File: config.mk
export PLATFORM = sky130hd
export DESIGN_NAME = hotswap_seq_ctrl
export DESIGN_NICKNAME = d
export VERILOG_FILES = /design/src/rtl/hs_pkg.sv /design/src/rtl/hs_timer.sv /design/src/rtl/hs_retry_budget.sv /design/src/rtl/hs_seq_fsm.sv /design/src/rtl/hotswap_seq_ctrl.sv
export SDC_FILE = /design/constraint.sdc
export NUM_CORES = 1
export LEC_CHECK = 0
export BUFFER_PORTS_ARGS = -buffer_cell sky130_fd_sc_hd__clkbuf_2
export CAP_MARGIN = 25
export CELL_PAD_IN_SITES_DETAIL_PLACEMENT = 1
export CELL_PAD_IN_SITES_GLOBAL_PLACEMENT = 1
export CORE_ASPECT_RATIO = 1.5
export CORE_MARGIN = 2
export CORE_UTILIZATION = 24
export CTS_CLUSTER_DIAMETER = 50
export CTS_CLUSTER_SIZE = 30
export DETAILED_ROUTE_END_ITERATION = 10
export PLACE_DENSITY_LB_ADDON = 0.1
export SLEW_MARGIN = 20
export SYNTH_ARGS = -nofsm -noshare
export SYNTH_HDL_FRONTEND = slang
export SYNTH_HIERARCHICAL = 1
export SYNTH_SLANG_ARGS = --single-unit
File: constraint.sdc
create_clock -name clk -period 4.6 [get_ports clk]
set_input_delay 0.23 -clock clk [delete_from_list [all_inputs] [get_ports clk]]
set_output_delay 0.23 -clock clk [all_outputs]
set_load 0.005 [all_outputs]
File: src/rtl/hs_pkg.sv
package hs_pkg;

    typedef enum logic [1:0] {
        GATE_STRONG_OFF = 2'b00,
        GATE_WEAK_OFF   = 2'b01,
        GATE_ON         = 2'b10
    } gate_cmd_e;

    typedef enum logic [2:0] {
        ST_UNPOWERED,
        ST_INSERT,
        ST_ARM_WAIT,
        ST_CONDUCT,
        ST_BREAKER,
        ST_BACKOFF,
        ST_LOCKOUT
    } seq_state_e;

    localparam int SEL_W   = 3;
    localparam int QUOTA_W = 5;

    // selection code -> finite retry allowance (codes 6/7 are unlimited)
    function automatic logic [QUOTA_W-1:0] retry_quota(input logic [SEL_W-1:0] sel);
        logic [QUOTA_W-1:0] q;
        if (sel == '0)
            q = '0;
        else if (sel <= SEL_W'(5))
            q = QUOTA_W'(1) << (sel - SEL_W'(1));
        else
            q = '0;
        return q;
    endfunction

endpackage

File: src/rtl/hs_timer.sv
module hs_timer #(
    parameter int CNT_W = 8
) (
    input  logic             clk,
    input  logic             rst_n,
    input  logic             clr,
    input  logic             en,
    input  logic [CNT_W-1:0] limit,
    output logic             expired
);
    logic [CNT_W-1:0] cnt;

    always_ff @(posedge clk or negedge rst_n) begin
        if (!rst_n)
            cnt <= '0;
        else if (clr)
            cnt <= '0;
        else if (en)
            cnt <= cnt + CNT_W'(1);
    end

    assign expired = en && (cnt == limit - CNT_W'(1));

    // the count stays inside the active window of the current phase
    p_cnt_in_window_r4: assert property (@(posedge clk) disable iff (!rst_n)
        (en && !clr) |-> (cnt < limit));

endmodule

File: src/rtl/hs_retry_budget.sv
module hs_retry_budget
    import hs_pkg::*;
(
    input  logic             clk,
    input  logic             rst_n,
    input  logic             reload,
    input  logic             consume,
    input  logic [SEL_W-1:0] sel,
    output logic             may_retry
);
    logic [QUOTA_W-1:0] left;
    logic               unlimited;

    always_ff @(posedge clk or negedge rst_n) begin
        if (!rst_n) begin
            left      <= '0;
            unlimited <= 1'b0;
        end else if (reload) begin
            left      <= retry_quota(sel);
            unlimited <= (sel >= SEL_W'(6));
        end else if (consume && !unlimited && (left != '0)) begin
            left <= left - QUOTA_W'(1);
        end
    end

    assign may_retry = unlimited || (left != '0);

    // a retry is only taken while allowance remains
    p_consume_allowed_r10: assert property (@(posedge clk) disable iff (!rst_n)
        consume |-> may_retry);

endmodule

File: src/rtl/hs_seq_fsm.sv
module hs_seq_fsm
    import hs_pkg::*;
#(
    parameter int               CNT_W   = 8,
    parameter logic [CNT_W-1:0] LIM_INS = CNT_W'(4),
    parameter logic [CNT_W-1:0] LIM_FLT = CNT_W'(3),
    parameter logic [CNT_W-1:0] LIM_RST = CNT_W'(16)
) (
    input  logic             clk,
    input  logic             rst_n,
    input  logic             por_ok,
    input  logic             uv,
    input  logic             ov,
    input  logic             lim,
    input  logic             cb,
    input  logic             retry_en,
    input  logic             may_retry,
    input  logic             tmr_expired,
    output logic             tmr_clr,
    output logic             tmr_en,
    output logic [CNT_W-1:0] tmr_limit,
    output logic             budget_reload,
    output logic             budget_consume,
    output logic [1:0]       gate_cmd,
    output logic             flt_timeout,
    output logic             flt_breaker,
    output logic             latched_off
);
    seq_state_e state, state_nxt;
    logic       fault_decide;
    logic       out_of_range;

    assign out_of_range = uv || ov;

    // state register
    always_ff @(posedge clk or negedge rst_n) begin
        if (!rst_n)
            state <= ST_UNPOWERED;
        else
            state <= state_nxt;
    end

    // next-state logic
    always_comb begin
        state_nxt    = state;
        fault_decide = 1'b0;
        if (!por_ok) begin
            state_nxt = ST_UNPOWERED;                       // power-loss
        end else begin
            unique case (state)
                ST_UNPOWERED: state_nxt = ST_INSERT;        // power-good
                ST_INSERT: begin
                    if (tmr_expired)                        // insert-done
                        state_nxt = out_of_range ? ST_ARM_WAIT : ST_CONDUCT;
                end
                ST_ARM_WAIT: begin
                    if (!out_of_range)                      // input-ok
                        state_nxt = ST_CONDUCT;
                end
                ST_CONDUCT: begin
                    if (cb)                                 // trip
                        state_nxt = ST_BREAKER;
                    else if (out_of_range)                  // input-lost
                        state_nxt = ST_ARM_WAIT;
                    else if (tmr_expired)                   // timeout
                        fault_decide = 1'b1;
                end
                ST_BREAKER: begin
                    if (tmr_expired)
                        fault_decide = 1'b1;
                end
                ST_BACKOFF: begin
                    if (tmr_expired)                        // backoff-done
                        state_nxt = out_of_range ? ST_ARM_WAIT : ST_CONDUCT;
                end
                ST_LOCKOUT: begin
                    if (uv)                                 // enable-pulse
                        state_nxt = ST_ARM_WAIT;
                end
                default: state_nxt = ST_UNPOWERED;
            endcase
            if (fault_decide)
                state_nxt = (retry_en && may_retry) ? ST_BACKOFF : ST_LOCKOUT;
        end
    end

    // shared timer and retry allowance control
    always_comb begin
        tmr_clr   = (state_nxt != state) || ((state == ST_CONDUCT) && !lim);
        tmr_en    = 1'b0;
        tmr_limit = LIM_FLT;
        unique case (state)
            ST_INSERT:  begin tmr_en = 1'b1; tmr_limit = LIM_INS; end
            ST_CONDUCT: begin tmr_en = lim;  tmr_limit = LIM_FLT; end
            ST_BREAKER: begin tmr_en = 1'b1; tmr_limit = LIM_FLT; end
            ST_BACKOFF: begin tmr_en = 1'b1; tmr_limit = LIM_RST; end
            default:    begin tmr_en = 1'b0; tmr_limit = LIM_FLT; end
        endcase
    end

    assign budget_reload  = (state == ST_UNPOWERED) || uv;
    assign budget_consume = fault_decide && (state_nxt == ST_BACKOFF);

    // registered outputs
    always_ff @(posedge clk or negedge rst_n) begin
        if (!rst_n) begin
            gate_cmd    <= GATE_STRONG_OFF;
            flt_timeout <= 1'b0;
            flt_breaker <= 1'b0;
            latched_off <= 1'b0;
        end else begin
            unique case (state_nxt)
                ST_UNPOWERED: gate_cmd <= GATE_STRONG_OFF;
                ST_CONDUCT:   gate_cmd <= GATE_ON;
                ST_BREAKER:   gate_cmd <= cb ? GATE_STRONG_OFF : GATE_WEAK_OFF;
                default:      gate_cmd <= GATE_WEAK_OFF;
            endcase
            if ((state_nxt == ST_UNPOWERED) || (state_nxt == ST_CONDUCT)) begin
                flt_timeout <= 1'b0;
                flt_breaker <= 1'b0;
            end else begin
                if ((state == ST_CONDUCT) && fault_decide)
                    flt_timeout <= 1'b1;
                if ((state == ST_CONDUCT) && (state_nxt == ST_BREAKER))
                    flt_breaker <= 1'b1;
            end
            latched_off <= (state_nxt == ST_LOCKOUT);
        end
    end

    p_por_strong_r1: assert property (@(posedge clk) disable iff (!rst_n)
        !por_ok |=> (gate_cmd == GATE_STRONG_OFF));

    p_range_blocks_on_r7: assert property (@(posedge clk) disable iff (!rst_n)
        out_of_range |=> (gate_cmd != GATE_ON));

    p_trip_strong_r6: assert property (@(posedge clk) disable iff (!rst_n)
        (gate_cmd == GATE_ON && cb && por_ok) |=> (gate_cmd == GATE_STRONG_OFF));

    p_timeout_needs_limit_r4: assert property (@(posedge clk) disable iff (!rst_n)
        $rose(flt_timeout) |-> $past(lim));

    p_lockout_holds_r8: assert property (@(posedge clk) disable iff (!rst_n)
        (latched_off && por_ok && !uv) |=> latched_off);

    p_gate_legal_r12: assert property (@(posedge clk) disable iff (!rst_n)
        gate_cmd != 2'b11);

endmodule

File: src/rtl/hotswap_seq_ctrl.sv
module hotswap_seq_ctrl
    import hs_pkg::*;
#(
    parameter int INSERT_CYC  = 1024,
    parameter int FAULT_CYC   = 256,
    parameter int RESTART_CYC = 128
) (
    input  logic       clk,
    input  logic       rst_n,
    input  logic       por_ok,
    input  logic       uv_flag,
    input  logic       ov_flag,
    input  logic       ilim_act,
    input  logic       plim_act,
    input  logic       cb_trip,
    input  logic       retry_en,
    input  logic [2:0] retry_sel,
    output logic [1:0] gate_cmd,
    output logic       flt_timeout,
    output logic       flt_breaker,
    output logic       latched_off
);
    localparam int RESTART_TOTAL = 8 * RESTART_CYC;
    localparam int MAX_AB        = (INSERT_CYC > FAULT_CYC) ? INSERT_CYC : FAULT_CYC;
    localparam int TMAX          = (MAX_AB > RESTART_TOTAL) ? MAX_AB : RESTART_TOTAL;
    localparam int CNT_W         = $clog2(TMAX + 1);

    localparam logic [CNT_W-1:0] LIM_INS = CNT_W'(INSERT_CYC);
    localparam logic [CNT_W-1:0] LIM_FLT = CNT_W'(FAULT_CYC);
    localparam logic [CNT_W-1:0] LIM_RST = CNT_W'(RESTART_TOTAL);

    logic             tmr_clr, tmr_en, tmr_expired;
    logic [CNT_W-1:0] tmr_limit;
    logic             budget_reload, budget_consume, may_retry;

    hs_timer #(.CNT_W(CNT_W)) u_timer (
        .clk     (clk),
        .rst_n   (rst_n),
        .clr     (tmr_clr),
        .en      (tmr_en),
        .limit   (tmr_limit),
        .expired (tmr_expired)
    );

    hs_retry_budget u_budget (
        .clk       (clk),
        .rst_n     (rst_n),
        .reload    (budget_reload),
        .consume   (budget_consume),
        .sel       (retry_sel),
        .may_retry (may_retry)
    );

    hs_seq_fsm #(
        .CNT_W   (CNT_W),
        .LIM_INS (LIM_INS),
        .LIM_FLT (LIM_FLT),
        .LIM_RST (LIM_RST)
    ) u_fsm (
        .clk            (clk),
        .rst_n          (rst_n),
        .por_ok         (por_ok),
        .uv             (uv_flag),
        .ov             (ov_flag),
        .lim            (ilim_act || plim_act),
        .cb             (cb_trip),
        .retry_en       (retry_en),
        .may_retry      (may_retry),
        .tmr_expired    (tmr_expired),
        .tmr_clr        (tmr_clr),
        .tmr_en         (tmr_en),
        .tmr_limit      (tmr_limit),
        .budget_reload  (budget_reload),
        .budget_consume (budget_consume),
        .gate_cmd       (gate_cmd),
        .flt_timeout    (flt_timeout),
        .flt_breaker    (flt_breaker),
        .latched_off    (latched_off)
    );

endmodule

-- Word level (Yosys, flattened, before mapping)
Cells that the tools add are included.
- mux-type cells: 30
- reductions and logical operators: 26
- order comparisons: 2
- shift operators: 1
- equality and inequality tests: 12
- $add $sub $neg: 4
- operators with widths (operator ; count):
    11-bit two-way mux ; 3
    3-bit two-way mux ; 7
    5-bit two-way mux ; 4
    3-bit == test (second input constant) ; 6
    3-bit case mux with 6 select lines ; 1
    11-bit by 1-bit adder with 11-bit output (second input constant) ; 1
    11-bit == test ; 1
    1-bit two-way mux ; 11
    11-bit by 1-bit subtractor with 11-bit output (second input constant) ; 1
    3-bit by 2-bit == test with 1-bit output (second input constant) ; 3
    3-bit zero test ; 3
    1-bit logical AND ; 8
    2-bit nonzero test ; 4
    1-bit logical OR ; 6
    2-bit case mux with 3 select lines ; 1
    5-bit nonzero test ; 1
    1-bit by 3-bit left shift with 5-bit output (first input constant) ; 1
    5-bit by 1-bit subtractor with 5-bit output (second input constant) ; 1
    1-bit case mux with 2 select lines ; 2
    3-bit by 1-bit == test with 1-bit output (second input constant) ; 1
    3-bit >= comparator (second input constant) ; 1
    3-bit less-or-equal comparator (second input constant) ; 1
    3-bit != test ; 1
    3-bit OR reduction ; 1
    4 further kinds ; 5
- logic and storage cells: 83
- input bits: 12
- flip-flop bits (word level): 25

-- Depth between registers and ports, before layout
Gate-level depths: netlist of the first run.
- depth after elaboration: 19
- depth in mapped cells: 15
- mapped depth without buffers: 13

-- Cells and area by module
The synthesis of the first run kept the hierarchy.
- by module, submodules not included (module ; area each (µm²) ; times used ; cells an instance ; seq. area each (µm²)):
    hs_timer ; 900.9 ; 1 ; 100 ; 275.3
    hs_seq_fsm ; 643.1 ; 1 ; 75 ; 200.2
    hs_retry_budget ; 425.4 ; 1 ; 47 ; 150.1
    hotswap_seq_ctrl ; 6.3 ; 1 ; 1 ; 0.0

-- Least setup slack after synthesis of the first run
OpenSTA, ideal clock, no wires.
- path kind: register to register
- start point: register u_fsm.state[2]
- end point: register u_timer.cnt[0]
- buffers on the path: 3
- data arrival time: 3.803 ns
- required time: 4.528 ns
- path slack: 0.725 ns
- setup time: 0.072 ns
- stages on the path, launching flop included: 15
- cell sequence: dfrtp_1 buf_2 nand2b_1 a21oi_1 clkbuf_1 nand4_1 or4_4 a2111oi_2 o21a_1 o221ai_1 a41o_2 xnor2_1 or4_1 clkbuf_1 nor2_1
- RTL lines (item ; line ; RTL):
    from (decl) ; hs_seq_fsm.sv:29 ; seq_state_e state, state_nxt;
    from (signal assigned) ; hs_seq_fsm.sv:40 ; state <= state_nxt;
    3-bit == test / 3-bit by 1-bit == test with 1-bit output (equally long branches) ; hs_seq_fsm.sv:92 ; unique case (state)
    3-bit OR reduction (no line) ; -- ;
    1-bit case mux with 2 select lines (*) ; hs_seq_fsm.sv:92 ;
    named net tmr_en ; hotswap_seq_ctrl.sv:32 ; logic tmr_clr, tmr_en, tmr_expired;
    1-bit logical AND (*) ; hs_timer.sv:22 ; assign expired = en && (cnt == limit - CNT_W'(1));
    named net tmr_expired ; hotswap_seq_ctrl.sv:32 ;
    1-bit two-way mux ; hs_seq_fsm.sv:65, hs_seq_fsm.sv:69 ;
    1-bit two-way mux ; hs_seq_fsm.sv:63 ; else if (out_of_range)
    1-bit two-way mux ; hs_seq_fsm.sv:61 ; if (cb)
    1-bit case mux with 2 select lines ; hs_seq_fsm.sv:50 ; unique case (state)
    1-bit two-way mux ; hs_seq_fsm.sv:47 ; if (!por_ok) begin
    3-bit two-way mux (*) ; hs_seq_fsm.sv:82 ; if (fault_decide)
    3-bit two-way mux (*) ; hs_seq_fsm.sv:47 ;
    3-bit != test (*) ; hs_seq_fsm.sv:89 ; tmr_clr = (state_nxt != state) || ((state == ST_CONDUCT) && !lim);
    1-bit logical OR (*) ; hs_seq_fsm.sv:89 ;
    named net tmr_clr ; hotswap_seq_ctrl.sv:32 ;
    11-bit two-way mux / 2-bit nonzero test (equally long branches) ; -- ;
    to (signal assigned) ; hs_timer.sv:19 ; cnt <= cnt + CNT_W'(1);
    to (decl) ; hs_timer.sv:11 ; logic [CNT_W-1:0] cnt;
The timed path passes the listed nets; every way through them passes the cells marked *. The select of a mux whose other input is x is not followed.
A chain may end at the register's enable or synchronous reset.

-- Final worst setup path of the first run
- start point: register u_fsm.state[2]
- end point: register u_timer.cnt[9]
Same word-level chain as after synthesis.

==> results of run 1 <==
==> power by group through the flow <==
stage | Clock [mW] | Sequential [mW] | Combinational, mW
after floorplan | 0 | 0.238 | 0.0759
after global placement | 0 | 0.242 | 0.0956
after detailed placement | 0 | 0.241 | 0.0949
after CTS | 0.209 | 0.237 | 0.0953
after global routing | 0.219 | 0.239 | 0.109
final | 0.201 | 0.237 | 0.0956
==> cells by family after synthesis <==
group / count (synthesis)
DFF: 25
adders and majority gates: 4
muxes: 4
xor gates and xnor gates: 22
AOI/OAI and AO/OA: 40
other: 1
and+or+nand+nor: 99
buffers and inverters: 28
==> flip-flops by register name (all words and copies together), names as in the netlist <==
| register | cells |
|---|---|
| u_budget/left | 5 |
| u_fsm/flt_timeout | 1 |
| u_fsm/state | 3 |
| u_budget/unlimited | 1 |
| u_fsm/gate_cmd | 2 |
| u_timer/cnt | 11 |
| u_fsm/latched_off | 1 |
| u_fsm/flt_breaker | 1 |
==> area by class of cell <==
class                      count  area (sq um)
inverter                      13          48.8
fill                         980          5800
tap                          105           131
clock buffer                   3          75.1
multi-input combinational    178          1220
clock inverter                 1          5.00
sequential                    25           626
timing repair buffer          18          95.1
==> worst paths after layout <==
| check | from | end | slack (ns) |
|---|---|---|---|
| min in group clk | retry_sel[0] | u_budget/left[4]$_DFFE_PN0P_ | 0.29 |
| max in group asynchronous | rst_n | u_fsm/state[0]$_DFF_PN0_ | 4.19 |
| max reg2reg | u_fsm/state[2]$_DFF_PN0_ | u_timer/cnt[9]$_DFFE_PN0P_ | 0.82 |
| min reg2reg | u_budget/unlimited$_DFFE_PN0P_ | u_budget/unlimited$_DFFE_PN0P_ | 0.53 |
| max | u_fsm/state[2]$_DFF_PN0_ | u_timer/cnt[9]$_DFFE_PN0P_ | 0.82 |
| min | rst_n | u_budget/left[3]$_DFFE_PN0P_ | -0.02 |
==> per-stage QoR <==
step	worst slack, ns	util, %	hold slack, ns
2_1_floorplan	0.725	-	-0.0656
3_3_place_gp	0.754	26.5	0.290
3_5_place_dp	0.793	26.5	0.306
4_1_cts	0.783	27.5	0.0149
5_1_grt	0.506	27.5	0.0479
6_report	0.823	27.5	-0.0173
==> critical path, stage by stage (launching register included) <==
cell	delay [ns]
dfrtp_1	0.52
nand2b_1	0.21
a21oi_1	0.14
buf_4	0.19
nand4_1	0.10
or4_4	0.55
a2111oi_2	0.35
o21a_1	0.19
o221ai_1	0.17
a41o_2	0.30
xnor2_1	0.13
or4_1	0.68
nor2_1	0.18
==> Yosys cell counts, types with 2 or more instances <==
cell type and n:
o21ai_0 4, clkbuf_1 2, and3_1 4, nand2b_1 3, xnor2_1 9, ha_1 4
nor3b_1 3, a21oi_1 9, nor2_1 24, inv_1 13, nor3_1 6, xor2_1 13
nand2_1 14, nand3b_1 2, a211o_1 2, nand4b_1 3, nand3_1 11, o21a_1 3
a211oi_1 3, nand4_1 6, nor4_4 2, nor2b_1 3, and2_1 3, or2_2 3
dfrtp_1 25, a311oi_1 2, mux2i_1 4, buf_4 11
==> per-layer routing <==
layer | vias up | part of all wire (%)
met5 | - | 0
met4 | 0 | 1.6
met3 | 5 | 1.6
met2 | 17 | 56
met1 | 800 | 41
li1 | 813 | -
==> out/qor.yml, run 1 <==
synthXorXnorAreaFrac_pct: 9.75
grt_pass1_vias: 1728
grt_use_total_pct: 12.6
dieArea_sq_um: 8990
slew_viol_final: 0
grt_use_met3_pct: 1.41
worst-setup-path-type: "flip-flop to flip-flop"
grt_pass1_wl_mm: 8.89
yosysUniqueCellTypes: 60
synth_cells: 223
synth_top_area_share_pct: 31.7
synth_top_cell_by_area: "dfrtp_1"
power_mw: 0.533
io_pins: 17
pwr-share-comb_pct: 17.9
met1_usage_pct: 13.8
p_switching_mw: 0.150
p_clk_share_pct: 37.6
power_density_nw_per_um2: 242
hp-class: "input pin to asynchronous set/reset pin"
cap_violations: 0
ys_ff_latch: 25
ctsHoldBuffers: 0
grtUsageMet2_pct: 24.7
final_cell_mix: "25 x dfrtp_1, 24 x nor2_1, 16 x clkbuf_2, 14 x nand2_1"
hpwl_mm: 4.24
synth_seq_area_share_pct: 31.7
ys_warn_count: 6
syn_area_sq_um: 1980
leakagePower_nw: 0.956
place_area_sq_um: 2130
synth-simple-area-share_pct: 29.7
synth_mux_area_share_pct: 2.03
reg2regPathDepth: 12
period_minus_slack_ns: 3.78
worst_pin_slew_ns: 0.660
synth_ff_type: "dfrtp_1"
ir_drop_v: 0.000127
dr_total_vias: 1635
synth_area_leaders: "dfrtp_1 32%, xor2_1 5.8%, nor2_1 4.6%"
finalSetupViolCount: 0
synth_area_per_cell_sq_um: 8.86
async_flop_share_pct: 100
p_sw_share_pct: 28.1
setup_tns_ns: 0
cts_tree: "yes"
cts_setup_buffers: 0
antenna_left: 0
grt_overflow: 0
crit_fanout: 12
busiest_layer: "met2"
drc: 0
die_y_microns: 115
wl_mm: 5.26
ctsRootBufferMaster: "clkbuf_16"
wl_per_cell_microns: 15.3
antenna_found_initial: 0
antenna_cells: 0
mostFrequentLayoutCell: "dfrtp_1"
fmax_mhz: 265
final_area_sq_um: 2210
end_kind: "flip-flop"
arrival_ns: 3.97
worst_setup_path_start_kind: "flip-flop"
final_nets: 255
htreeDepth: 1
place_inst: 339
core-area_sq_um: 8010
placementRows: 40
cts.sinks: 25
layout-drive-gt1-share_pct: 16.4
numPortBuffers: 16
violations: "negative hold slack"
clk_pin_slew_ns: 0.07
synth-edff-count: 0
synth_top_family_by_area: "simple AND/OR/NAND/NOR gates"
internal-power_mw: 0.383
rsz0062_at_grt: "false"
grt_max_degree: 26
synth-compound-area-share_pct: 16.3
timing.hold.ws_ns: -0.0173
drt-initial-drc-count: 51
gp_congestion: 0.791
vias_per_cell: 4.77
seqPwrFrac_pct: 44.5
tritoncts.num_buffers: 3
slew_headroom_pct: 56.0
clockBufferDepth: 2
synthAdderAreaFrac_pct: 2.53
clock_latency_ns: 0.26
area_growth_pct: 11.7
die_x_microns: 78.1
required_ns: 4.79
start_util_pct: 24.7
status: "finished with violations"
post_cts_resized: 0
stdcell_count: 343
fin_crit_sh_pct: 82.1
first_pass_iters: 4
hold_viol: 25
fin_skew_ns: 0.00195
Note: power is estimated with default switching activity, not from simulation.
==> run 2: changes to the inputs <==
clock period = 3.17 ns   (was 4.6 ns; I/O delays follow)
==> out/qor.yml, run 2 (synthesized netlist as in run 1, its figures left out) <==
layout-drive-gt1-share_pct: 35.7  # +19 points
cts.sinks: 25  # unchanged
ir_drop_v: 0.000137  # +7.6%
status: "finished with violations"
finalSetupViolCount: 6  # +6
power_density_nw_per_um2: 303  # +25%
tritoncts.num_buffers: 3  # unchanged
final_util_pct: 32.9  # +5.4 points
seqPwrFrac_pct: 42.7  # -1.8 points
hpwl_mm: 4.64  # +9.6%
clockBufferDepth: 2  # unchanged
final_cell_mix: "42 x buf_4, 24 x dfrtp_1, 18 x nor2_1, 16 x clkbuf_2, 14 x nand2_1"
wl_mm: 5.82  # +11%
drc: 0  # unchanged
dr_total_vias: 1848  # +13%
grt_pass1_wl_mm: 9.69  # +9.0%
slew_viol_final: 0  # unchanged
required_ns: 3.36  # -1.43 ns
slew_headroom_pct: 56.0  # about the same
rsz0062_at_grt: "true"
worstHoldStart: "retry_sel[2]"
hp-class: "input pin to flip-flop"
crit_fanout: 6  # -6
leakagePower_nw: 1.18  # +23%
wl_per_cell_microns: 15.1  # -1.3%
core-area_sq_um: 8010  # unchanged
antenna_found_initial: 0  # unchanged
p_sw_share_pct: 27.2  # -0.93 points
reg2reg_from: "u_fsm/state[2]$_DFF_PN0_"
io_pins: 17  # unchanged
p_switching_mw: 0.217  # +45%
worst_pin_slew_ns: 0.660  # -0.000476 ns
htreeDepth: 1  # unchanged
grt_overflow: 0  # unchanged
antenna_cells: 0  # unchanged
setup.worst_path.start: "u_fsm/state[2]$_DFF_PN0_"
gp_congestion: 0.740  # -6.4%
final_nets: 297  # +16%
largest_register: "u_timer/cnt"
p_clk_share_pct: 34.8  # -2.8 points
numPortBuffers: 16  # unchanged
hold_viol: 0  # -100%
end_kind: "flip-flop"
fin_skew_ns: 0.00230  # +0.000350 ns
worst-setup-path-type: "flip-flop to flip-flop"
worst_slack_ns: -0.0386  # -0.862 ns
area_growth_pct: 33.4
mostFrequentLayoutCell: "buf_4"
grt_use_total_pct: 13.9  # +1.3 points
vias_per_cell: 4.80  # +0.70%
dieArea_sq_um: 8990  # unchanged
grt_pass1_vias: 1903  # +10%
worst_setup_path_start_kind: "flip-flop"
clock_latency_ns: 0.26  # about the same
placementRows: 40  # unchanged
die_x_microns: 78.1  # unchanged
cap_violations: 0  # unchanged
r2r_setup_slack_ns: -0.04  # -0.86 ns
top_regs: "u_timer/cnt: 11 flops, u_budget/left: 5 flops, u_fsm/state: 3 flops"
start_util_pct: 24.7  # unchanged
arrival_ns: 3.40  # -0.57 ns
clk_pin_slew_ns: 0.06  # about the same
drt-initial-drc-count: 45  # -12%
fmax_mhz: 312  # +18%
antenna_left: 0  # unchanged
period_minus_slack_ns: 3.21  # -0.568 ns
fin_crit_sh_pct: 101  # +19 points
die_y_microns: 115  # unchanged
cts_tree: "yes"
power_mw: 0.799  # +50%
first_pass_iters: 4  # unchanged
largest_register_ffs: 11  # unchanged
internal-power_mw: 0.582  # +52%
violations: "negative setup slack"
ctsRootBufferMaster: "clkbuf_16"
pwr-share-comb_pct: 22.4  # +4.5 points
grt_max_degree: 26  # unchanged
-- run 2: changes by cell type in the layout (fill, tap and decap cells not counted), moves of 2 or more --
cell,before,now
buf_4,2,42
nor2_1,24,18
a21oi_1,9,7
or4_4,1,3
nor2_2,0,6
xnor2_2,0,2
xnor2_1,9,7
-- run 2: final cells by class --
type	count	area, sq um
Multi-Input combinational cell	179	1340
Sequential cell	25	627
Fill cell	973	5370
Inverter	13	51.3
Tap cell	105	131
Clock buffer	4	78.8
Timing Repair Buffer	59	405
-- run 2: stage by stage --
step	setup TNS (ns)	hold slack [ns]	worst slack, ns	area [sq um]	instances
global route	-1.61	0.264	-0.171	2640	385
floorplan	-4.23	-0.137	-0.398	2060	231
global placement	-2.14	0.224	-0.197	2420	372
finish	-0.135	0.231	-0.0386	2640	385
detailed placement	-2.17	0.231	-0.208	2420	372
CTS	-0.519	0.226	-0.0648	2560	380
-- run 2: what timing repair did --
| item | 4_1_cts | 5_1_grt |
|---|---|---|
| pin swaps | 5 | 9 |
| setup buffers | 3 | 6 |
| gates resized for setup | 10 | 11 |
| endpoints found under the setup margin | 11 | 17 |
| gates cloned | 1 | 0 |
| hold endpoints to repair | 25 | 0 |
| hold buffers | 1 | 0 |
-- run 2: final timing paths --
path | cells after the start | to
hold / removal | 3 | u_budget/unlimited$_DFFE_PN0P_
hold reg to reg | 2 | u_budget/unlimited$_DFFE_PN0P_
setup reg to reg | 11 | u_timer/cnt[4]$_DFFE_PN0P_
min in group asynchronous | 2 | u_budget/left[1]$_DFFE_PN0P_
max in group asynchronous | 2 | u_fsm/state[1]$_DFF_PN0_
setup / recovery | 11 | u_timer/cnt[4]$_DFFE_PN0P_
-- run 2: worst max-delay path: stages, from the launching register on --
cell and delay [ns]:
dfrtp_1 0.40, nand2b_4 0.16, a21oi_4 0.17, nand4_1 0.10
or4_4 0.53, a2111oi_4 0.32, o21a_1 0.20, o221ai_2 0.11
a41o_2 0.28, xnor2_2 0.14, or4_4 0.61, nor2_1 0.13
-- run 2: metal layers --
layer  vias to the layer above  part of all wire, %  wire length, microns  GRT usage [%]
met5                         -                    0                     0              0
met4                         0                  1.8                   105           5.03
met3                         7                  1.4                    81          0.942
met2                        20                   57                  3330           27.6
met1                       920                   40                  2300           15.2
li1                        901                    -                     -              -
-- run 2: power groups by stage --
stage / clock, mW / sequential, mW / combinational [mW]
after floorplan: 0 / 0.345 / 0.117
after global placement: 0 / 0.348 / 0.169
after detailed placement: 0 / 0.347 / 0.168
after CTS: 0.295 / 0.341 / 0.170
after global routing: 0.304 / 0.343 / 0.201
final: 0.278 / 0.341 / 0.179
==> run 3: changes to the inputs <==
CORE_ASPECT_RATIO = unset   (was 1.5)
==> out/qor.yml, run 3 (synthesized netlist as in run 1, its figures left out) <==
rsz0062_at_grt: "true"
regArea_sq_um: 626  # -0.20%
power_mw: 0.727  # -9.0%
clk_pin_slew_ns: 0.10  # +0.04 ns
timing.hold.ws_ns: 0.204  # -0.0265 ns
grt_max_degree: 26  # unchanged
placementRows: 33  # -18%
clock_latency_ns: 0.28  # +0.02 ns
fin_crit_sh_pct: 99.8  # -1.4 points
antenna_cells: 0  # unchanged
grt_use_total_pct: 12.8  # -1.1 points
status: "complete, no violations"
fmax_mhz: 316  # +1.4%
largest_register_ffs: 11  # unchanged
slew_headroom_pct: 54.0  # -2.0 points
hp-class: "input pin to flip-flop"
required_ns: 3.39  # +0.03 ns
period_minus_slack_ns: 3.16  # -0.0437 ns
vias_per_cell: 4.67  # -2.7%
dr_total_vias: 1746  # -5.5%
final_cell_mix: "28 x buf_4, 25 x dfrtp_1, 16 x clkbuf_2, 14 x nand2_1, 13 x xor2_1"
worst_pin_slew_ns: 0.690  # +0.0300 ns
first_pass_iters: 4  # unchanged
drt-initial-drc-count: 26  # -42%
arrival_ns: 3.38  # -0.02 ns
layout-drive-gt1-share_pct: 34.9  # -0.77 points
cap_violations: 0  # unchanged
ir_drop_v: 0.000134  # -1.8%
drc: 0  # unchanged
grt_pass1_vias: 1813  # -4.7%
crit_fanout: 6  # unchanged
power_density_nw_per_um2: 284  # -6.3%
hpwl_mm: 4.14  # -11%
grt_overflow: 0  # unchanged
dieArea_sq_um: 8970  # -0.16%
area_growth_pct: 29.5
antenna_left: 0  # unchanged
ctsRootBufferMaster: "clkbuf_8"
final_nets: 286  # -3.7%
top_regs: "u_timer/cnt: 11 flops, u_budget/left: 5 flops, u_fsm/state: 3 flops"
crit_family: "simple AND/OR/NAND/NOR gates"
core-area_sq_um: 8090  # +1.1%
cts.sinks: 25  # unchanged
hold_viol: 0  # unchanged
leakagePower_nw: 1.10  # -6.7%
io_pins: 17  # unchanged
path_cells: "xor2_1, xnor2_1, nand4_1, or4_4, a2111oi_4, o21a_1, o221ai_2, a41o_2, xnor2_1, or4_4, buf_8, nor2_2"
fin_skew_ns: 0.00876  # +0.00646 ns
worst-setup-path-type: "flip-flop to flip-flop"
grt_pass1_wl_mm: 8.96  # -7.5%
tritoncts.num_buffers: 3  # unchanged
numPortBuffers: 16  # unchanged
critPathSlowestCell: "or4_4"
gp_congestion: 0.691  # -6.6%
start_util_pct: 24.4  # -0.26 points
end_kind: "flip-flop"
largest_register: "u_timer/cnt"
slew_viol_final: 0  # unchanged
wl_mm: 5.48  # -5.9%
multiInputGateArea_sq_um: 1350  # +0.84%
cpPeakStageDelay_ns: 0.57  # -0.04 ns
htreeDepth: 1  # unchanged
die_x_microns: 94.7  # +21%
finalSetupViolCount: 0  # -6
worst_setup_path_start_kind: "flip-flop"
fillers: 987  # +1.4%
cts_tree: "yes"
die_y_microns: 94.7  # -18%
worst-path-buf-inv: 1  # +1
clockBufferDepth: 2  # unchanged
mostFrequentLayoutCell: "buf_4"
wl_per_cell_microns: 14.7  # -3.1%
antenna_found_initial: 0  # unchanged
## run 3: changes by cell type in the layout (fill, tap and decap cells not counted), moves of 3 or more
| cell | delta |
|---|---|
| clkbuf_16 | -3 |
| buf_4 | -14 |
| nor2_1 | -6 |
| buf_6 | +3 |
| clkbuf_8 | +3 |
| nor2_4 | +3 |
| nor2_2 | +3 |
## run 3: worst reg2reg max path, stage by stage (launching register included)
cell	delay [ns]
dfrtp_1	0.38
xor2_1	0.21
xnor2_1	0.16
nand4_1	0.12
or4_4	0.57
a2111oi_4	0.23
o21a_1	0.18
o221ai_2	0.10
a41o_2	0.26
xnor2_1	0.12
or4_4	0.52
buf_8	0.17
nor2_2	0.08
## run 3: layout make-up
type | count | share of cell area, %
clock inverter | 1 | 0.293
timing repair buffer | 49 | 13.6
clock buffer | 3 | 1.61
inverter | 13 | 2.00
sequential | 25 | 24.4
multi-input combinational | 178 | 52.9
tap | 105 | 5.13
## run 3: final timing paths
path | start | end | slack [ns] | cells past startpoint
setup / recovery | u_timer/cnt[3]$_DFFE_PN0P_ | u_timer/cnt[9]$_DFFE_PN0P_ | 0.005 | 12
hold / removal | retry_sel[0] | u_budget/left[4]$_DFFE_PN0P_ | 0.20 | 3
setup reg to reg | u_timer/cnt[3]$_DFFE_PN0P_ | u_timer/cnt[9]$_DFFE_PN0P_ | 0.005 | 12
hold reg to reg | u_budget/left[4]$_DFFE_PN0P_ | u_budget/left[4]$_DFFE_PN0P_ | 0.55 | 2
max in group asynchronous | rst_n | u_timer/cnt[7]$_DFFE_PN0P_ | 2.28 | 2
min in group asynchronous | rst_n | u_budget/left[0]$_DFFE_PN0P_ | 0.44 | 2
## run 3: repair_timing
action	4_1_cts	5_1_grt
resized for setup	15	18
setup buffers	2	4
setup endpoints to repair	13	16
gates cloned	1	0
pin swaps	3	5
endpoints found under the hold margin	25	0
hold buffers	1	0
## run 3: metal layers
metal	part of all wire (%)	up-vias	wire [microns]	GRT usage, %
met5	0	-	0	0
met4	0.84	0	46	3.38
met3	1.9	4	103	1.84
met2	51	18	2810	22.2
met1	46	850	2520	16.7
li1	-	874	-	-
## run 3: metrics by stage
step                std cells  area (sq um)  util, %  setup TNS [ns]  setup slack, ns
floorplan                 231          2060        -           -4.23           -0.398
global placement          363          2340     28.9          -0.539          -0.0510
detailed placement        363          2340     28.9           -1.30           -0.132
CTS                       370          2460     30.5               0          0.00941
global route              374          2560     31.6           -1.82           -0.176
finish                    374          2560     31.6               0          0.00510
## run 3: report_power, final
part / switching [mW] / leakage, nW / internal (mW)
logic: 0.104 / 0.736 / 0.0812
clock network: 0.112 / 0.0217 / 0.0893
registers: 0.0106 / 0.340 / 0.330
